**config.mk**
```make
export PLATFORM = sky130hd
export DESIGN_NAME = feistel_iter_core
export DESIGN_NICKNAME = d
export VERILOG_FILES = /design/src/rtl/feistel_pkg.sv /design/src/rtl/fk_subkey_store.sv /design/src/rtl/fk_round_seq.sv /design/src/rtl/fk_half_state.sv /design/src/rtl/feistel_iter_core.sv
export SDC_FILE = /design/constraint.sdc
export NUM_CORES = 2
export LEC_CHECK = 0
export ABC_CLOCK_PERIOD_IN_PS = 1800
export BUFFER_PORTS_ARGS = -buffer_cell sky130_fd_sc_hd__buf_2
export CAP_MARGIN = 20
export CORE_ASPECT_RATIO = 1.1
export CORE_MARGIN = 5
export CORE_UTILIZATION = 25
export CTS_CLUSTER_DIAMETER = 150
export CTS_CLUSTER_SIZE = 28
export DETAILED_ROUTE_END_ITERATION = 8
export HOLD_SLACK_MARGIN = 0.1
export PLACE_DENSITY = 0.41
export SYNTH_ARGS = -nofsm -noshare
export SYNTH_HDL_FRONTEND = slang
export SYNTH_SLANG_ARGS = --single-unit
export TNS_END_PERCENT = 1
```
**constraint.sdc**
```tcl
create_clock -name clk -period 1.8 [get_ports clk]
set_input_delay 0.09 -clock clk [delete_from_list [all_inputs] [get_ports clk]]
set_output_delay 0.09 -clock clk [all_outputs]
set_load 0.02 [all_outputs]
```
**src/rtl/feistel_pkg.sv**
```systemverilog
package feistel_pkg;
   typedef enum logic {
      DIR_ENC = 1'b0,
      DIR_DEC = 1'b1
   } fk_dir_e;
endpackage

```
**src/rtl/fk_subkey_store.sv**
```systemverilog
module fk_subkey_store #(
   parameter int DEPTH = 16,
   parameter int KEY_W = 60,
   localparam int AW   = (DEPTH > 1) ? $clog2(DEPTH) : 1
) (
   input  logic                        clk,
   input  logic                        rst_n,
   input  logic                        we,
   input  logic [AW-1:0]               waddr,
   input  logic [KEY_W-1:0]            wdata,
   input  logic [AW-1:0]               raddr,
   output logic [KEY_W-1:0]            rdata,
   output logic [DEPTH-1:0][KEY_W-1:0] mem_q
);
   for (genvar e = 0; e < DEPTH; e++) begin : g_entry
      always_ff @(posedge clk or negedge rst_n) begin
         if (!rst_n)                           mem_q[e] <= '0;
         else if (we && waddr == AW'(e))       mem_q[e] <= wdata;
      end
   end

   // Combinational read: the subkey is ready in the same cycle as its round.
   assign rdata = mem_q[raddr];
endmodule

```
**src/rtl/fk_round_seq.sv**
```systemverilog
module fk_round_seq
   import feistel_pkg::*;
#(
   parameter int ROUNDS = 16,
   localparam int CW    = $clog2(ROUNDS)
) (
   input  logic          clk,
   input  logic          rst_n,
   input  logic          start,
   input  fk_dir_e       dir_in,
   output logic          accept,
   output logic          busy,
   output logic          done,
   output logic          last,
   output fk_dir_e       dir_q,
   output logic [CW-1:0] key_idx
);
   logic [CW-1:0] round_q;

   assign accept = start && !busy;
   assign last   = busy && (round_q == CW'(ROUNDS - 1));

   always_ff @(posedge clk or negedge rst_n) begin
      if (!rst_n) begin
         busy    <= 1'b0;
         done    <= 1'b0;
         round_q <= '0;
         dir_q   <= DIR_ENC;
      end else begin
         done <= 1'b0;
         if (accept) begin
            busy    <= 1'b1;
            round_q <= '0;
            dir_q   <= dir_in;
         end else if (busy) begin
            if (last) begin
               busy <= 1'b0;
               done <= 1'b1;
            end
            round_q <= round_q + 1'b1;
         end
      end
   end

   assign key_idx = (dir_q == DIR_DEC) ? (CW'(ROUNDS - 1) - round_q) : round_q;
endmodule

```
**src/rtl/fk_half_state.sv**
```systemverilog
module fk_half_state #(
   parameter int HALF_W = 32
) (
   input  logic                clk,
   input  logic                rst_n,
   input  logic                load,
   input  logic [2*HALF_W-1:0] blk_in,
   input  logic                step,
   input  logic                last,
   input  logic [HALF_W-1:0]   f_res,
   output logic [HALF_W-1:0]   left_q,
   output logic [HALF_W-1:0]   right_q
);
   logic [HALF_W-1:0] mixed;
   assign mixed = left_q ^ f_res;

   always_ff @(posedge clk or negedge rst_n) begin
      if (!rst_n) begin
         left_q  <= '0;
         right_q <= '0;
      end else if (load) begin
         left_q  <= blk_in[2*HALF_W-1:HALF_W];
         right_q <= blk_in[HALF_W-1:0];
      end else if (step) begin
         if (last) begin
            left_q <= mixed;
         end else begin
            left_q  <= right_q;
            right_q <= mixed;
         end
      end
   end
endmodule

```
**src/rtl/feistel_iter_core.sv**
```systemverilog
module feistel_iter_core
   import feistel_pkg::*;
#(
   parameter int BLOCK_W = 64,
   parameter int KEY_W   = 60,
   parameter int ROUNDS  = 16,
   localparam int HALF_W = BLOCK_W / 2,
   localparam int AW     = $clog2(ROUNDS)
) (
   input  logic               clk,
   input  logic               rst_n,
   input  logic               start,
   input  logic               decrypt,
   input  logic [BLOCK_W-1:0] din,
   input  logic               kwr_en,
   input  logic [AW-1:0]      kwr_addr,
   input  logic [KEY_W-1:0]   kwr_data,
   output logic [HALF_W-1:0]  f_arg,
   output logic [KEY_W-1:0]   f_key,
   input  logic [HALF_W-1:0]  f_res,
   output logic               busy,
   output logic               done,
   output logic [BLOCK_W-1:0] dout
);
   if (BLOCK_W % 2 != 0) begin : g_bad_block
      $error("BLOCK_W must be even");
   end
   if (ROUNDS < 2) begin : g_bad_rounds
      $error("ROUNDS must be at least 2");
   end
   if (KEY_W < 1) begin : g_bad_key
      $error("KEY_W must be positive");
   end

   logic                        accept, last;
   fk_dir_e                     dir_q;
   logic [AW-1:0]               key_idx;
   logic [HALF_W-1:0]           left_q, right_q;
   logic [ROUNDS-1:0][KEY_W-1:0] key_mem;

   fk_round_seq #(.ROUNDS(ROUNDS)) u_seq (
      .clk(clk), .rst_n(rst_n), .start(start),
      .dir_in(decrypt ? DIR_DEC : DIR_ENC),
      .accept(accept), .busy(busy), .done(done), .last(last),
      .dir_q(dir_q), .key_idx(key_idx)
   );

   fk_subkey_store #(.DEPTH(ROUNDS), .KEY_W(KEY_W)) u_store (
      .clk(clk), .rst_n(rst_n),
      .we(kwr_en && !busy), .waddr(kwr_addr), .wdata(kwr_data),
      .raddr(key_idx), .rdata(f_key), .mem_q(key_mem)
   );

   fk_half_state #(.HALF_W(HALF_W)) u_state (
      .clk(clk), .rst_n(rst_n), .load(accept), .blk_in(din),
      .step(busy), .last(last), .f_res(f_res),
      .left_q(left_q), .right_q(right_q)
   );

   assign f_arg = right_q;
   assign dout  = {left_q, right_q};
endmodule

```
==> reports/metrics.cfg <==
[outcome]
status=finished, violations left
violations=setup timing

[power_and_ir_drop]
p_leak_uw=0.0340
switching_share=0.433
pwr-share-clk=0.099
p_total_uw=135000
ir_drop_mv=1.09
p_switching_uw=58400
seq_power_share=0.271
power_density_nw_per_um2=1810
internal_power_uw=76400
p_comb_frac=0.630

[placement]
io_buffer_count=322
dpl-instance-area_um2=67400
gp_congestion=0.797
dp_hpwl_um=147000

[layout]
postLayoutCellArea_um2=74400
multi_input_area_um2=31200
fillerInstances=22400
nNetsFinal=5563
seqCellArea_um2=25800
syn_to_final_growth_pct=31.1
drive_gt1_frac=0.429

[worst_setup_path]
r2r_cells=10
cp_data_arrival_time_ns=3.03
critPathMaxFanout=17
worstPathRequired_ns=1.71
rrSetupSlack_ns=-0.43
endpoint_kind=output port
r2r_start=u_seq.round_q[0]
path_class=register to output port
reg2reg_to=u_state.left_q[7]
startpoint_type=register

[yosys]
syn-num-nets=4882
synth-seq-area-share=0.455
ys_ff_latch=1031
async_reset_ff_frac=1.00
synthFlopType=dfrtp_1
synth_top_cell_by_area=dfrtp_1
ys_warn_count=0
syn_area_um2=56700
synth_common_cells=dfrtp_1 (1031), mux2_2 (962), mux2i_1 (600), a21o_1 (240), a22oi_1 (239)
synth_cells=4716
synthTopCellsByArea=dfrtp_1 (45%), mux2_2 (19%), mux2i_1 (11%)
synthDistinctLibCells=38
yosysTopAreaCellShare=0.455
synth-edff-count=0
yosysMostFrequentCell=dfrtp_1
synth_area_per_cell_um2=12.0

[detailed_routing]
post_drt_wl_per_cell_um=26.7
vias=43300
drt_iter0_drc=2201
drt_first_pass_iters=5
routed_wl_um=223000
vias_per_cell=5.17
ant_nets=0
drc=0

[floorplan]
std_cell_rows=183
start_util=0.251
coreArea_um2=226000
chipHeight_um=510
io_pins=323
die_w_um=464
die_area_um2=237000

[sta]
rsz0062_at_grt=yes
hold_violations=0
period_needed_ns=3.12
tns_ns=-161.52
slew_viol_final=0
worst_pin_slew_ns=0.848
finalSetupViolCount=861
clock_skew_ns=0.0388
timing.final.ws_setup_ns=-1.32
max-slew-margin-rel=0.433
clock.fmax_mhz=321
fin_crit_sh=1.73

[worst_hold_path]
min_path_type=input pin to async pin

[clock_network]
clkLatencyLatePin_ns=0.75
cts_max_level=2
clkTransAtPathRegs_ns=0.12
cts_tree=built
cts.sink_count=1031
clockBufferDepth=3
cts-root-buf=clkbuf_16
cts-buffers-inserted=44

[grt]
grt_max_degree=117
overflow=0
grt_pass1_vias=45300
grt_pass1_wl_um=326000
grt_use_total=0.183
antenna_found_initial=18

[flow_run]
maxCapViolCount=0

[registers in the layout, indices dropped and copies added (netlist names)]
signal,count
u_seq.round_q,4
u_seq.busy,1
u_state.right_q,32
u_state.left_q,32
u_seq.done,1
u_seq.dir_q,1
u_store.mem_q,960
[how the worst max path moves through the flow]
stage / start / cells past startpoint / endpoint / slack (ns)
floorplan: u_seq.round_q[1] / 7 / f_key[10] / -0.04
CTS: u_seq.round_q[0] / 9 / f_key[18] / -1.42
finish: u_seq.round_q[1] / 9 / f_key[37] / -1.32
global placement: u_seq.round_q[1] / 9 / f_key[40] / -0.87
detailed placement: u_seq.round_q[1] / 9 / f_key[40] / -0.88
global route: u_seq.round_q[0] / 9 / f_key[29] / -1.45
[metal layers]
metal  share of wire  vias to the layer above  GRT usage  wire length (um)
met5         0.00048                        -          0               106
met1            0.46                    23000      0.250            103000
met2            0.48                      804      0.314            108000
met4           0.019                       16     0.0313              4220
li1                -                    19300          -                 -
met3           0.034                      194     0.0227              7540
[cells by family (layout without fill, tap and decap cells)]
kind of cell	Yosys count	in the layout	share of synthesized area
adder cells (fa/ha/maj)	1	1	0.000221
multiplexers	1562	1562	0.297
AO/OA/AOI/OAI	1246	1246	0.163
AND/OR/NAND/NOR	300	300	0.0326
buffers and inverters	542	1233	0.0471
flip-flops	1031	1031	0.455
XOR/XNOR	34	34	0.00525
other	0	1	0
[power by group through the flow]
| stage | Sequential, uW | Combinational, uW | Clock (uW) |
|---|---|---|---|
| after floorplan | 35900 | 40900 | 0 |
| after global placement | 36700 | 72600 | 0 |
| after detailed placement | 37000 | 73100 | 0 |
| after CTS | 36500 | 81700 | 14000 |
| after global routing | 37600 | 90000 | 14600 |
| final | 36600 | 84900 | 13300 |
[final cells by class]
type	count	share of cell area
clock buffer	47	0.0151
clock inverter	9	0.00185
sequential	1031	0.347
timing repair buffer	1174	0.166
inverter	3	0.000151
multi-input combinational	3143	0.420
antenna	1	0.0000337
tap	2960	0.0498
[placed cells by master, fill, tap and decap left out, types with 13 or more instances in the layout]
cell              n
a211oi_1         63
a211oi_2         28
a21o_1          240
a21oi_1          99
a221oi_1         24
a221oi_2         83
a221oi_4         13
a22o_1          181
a22oi_1         194
a22oi_2          45
buf_12          229
buf_2           264
buf_4           384
buf_6            93
clkbuf_16        49
dfrtp_1        1026
dlygate4sd3_1   170
mux2_2          793
mux2_4          169
mux2i_1         594
nand2_1          35
nand3b_1         59
nor2_1           66
nor2b_1          34
o21ai_0          29
o22ai_1         167
o32ai_2          31
o32ai_4          29
or3b_1           58
xnor2_1          33
[stage by stage]
stage	hold WS, ns	instances	util	setup WS [ns]
floorplan	-0.206	4716	-	-0.0439
global placement	-0.0182	8070	0.298	-0.869
detailed placement	-0.0165	8070	0.298	-0.877
CTS	0.102	8353	0.323	-1.42
global route	0.134	8368	0.329	-1.45
finish	0.128	8368	0.329	-1.32
[worst max-delay path: stages (launching register included)]
cell and delay (ns):
dfrtp_4 0.52, buf_8 0.15, buf_12 0.15, buf_12 0.13
buf_12 0.14, or3b_1 0.34, a22oi_1 0.14, a211oi_1 0.09
o32ai_2 0.35, buf_4 0.24
[what timing repair did]
item,CTS,global route
pin swaps,71,68
hold buffers,170,0
buffers inserted,54,14
endpoints found under the setup margin,1010,1138
cloned,8,5
gates resized for setup,379,232
endpoints found under the hold margin,2061,0
Note: power is estimated with default switching activity, not from simulation.
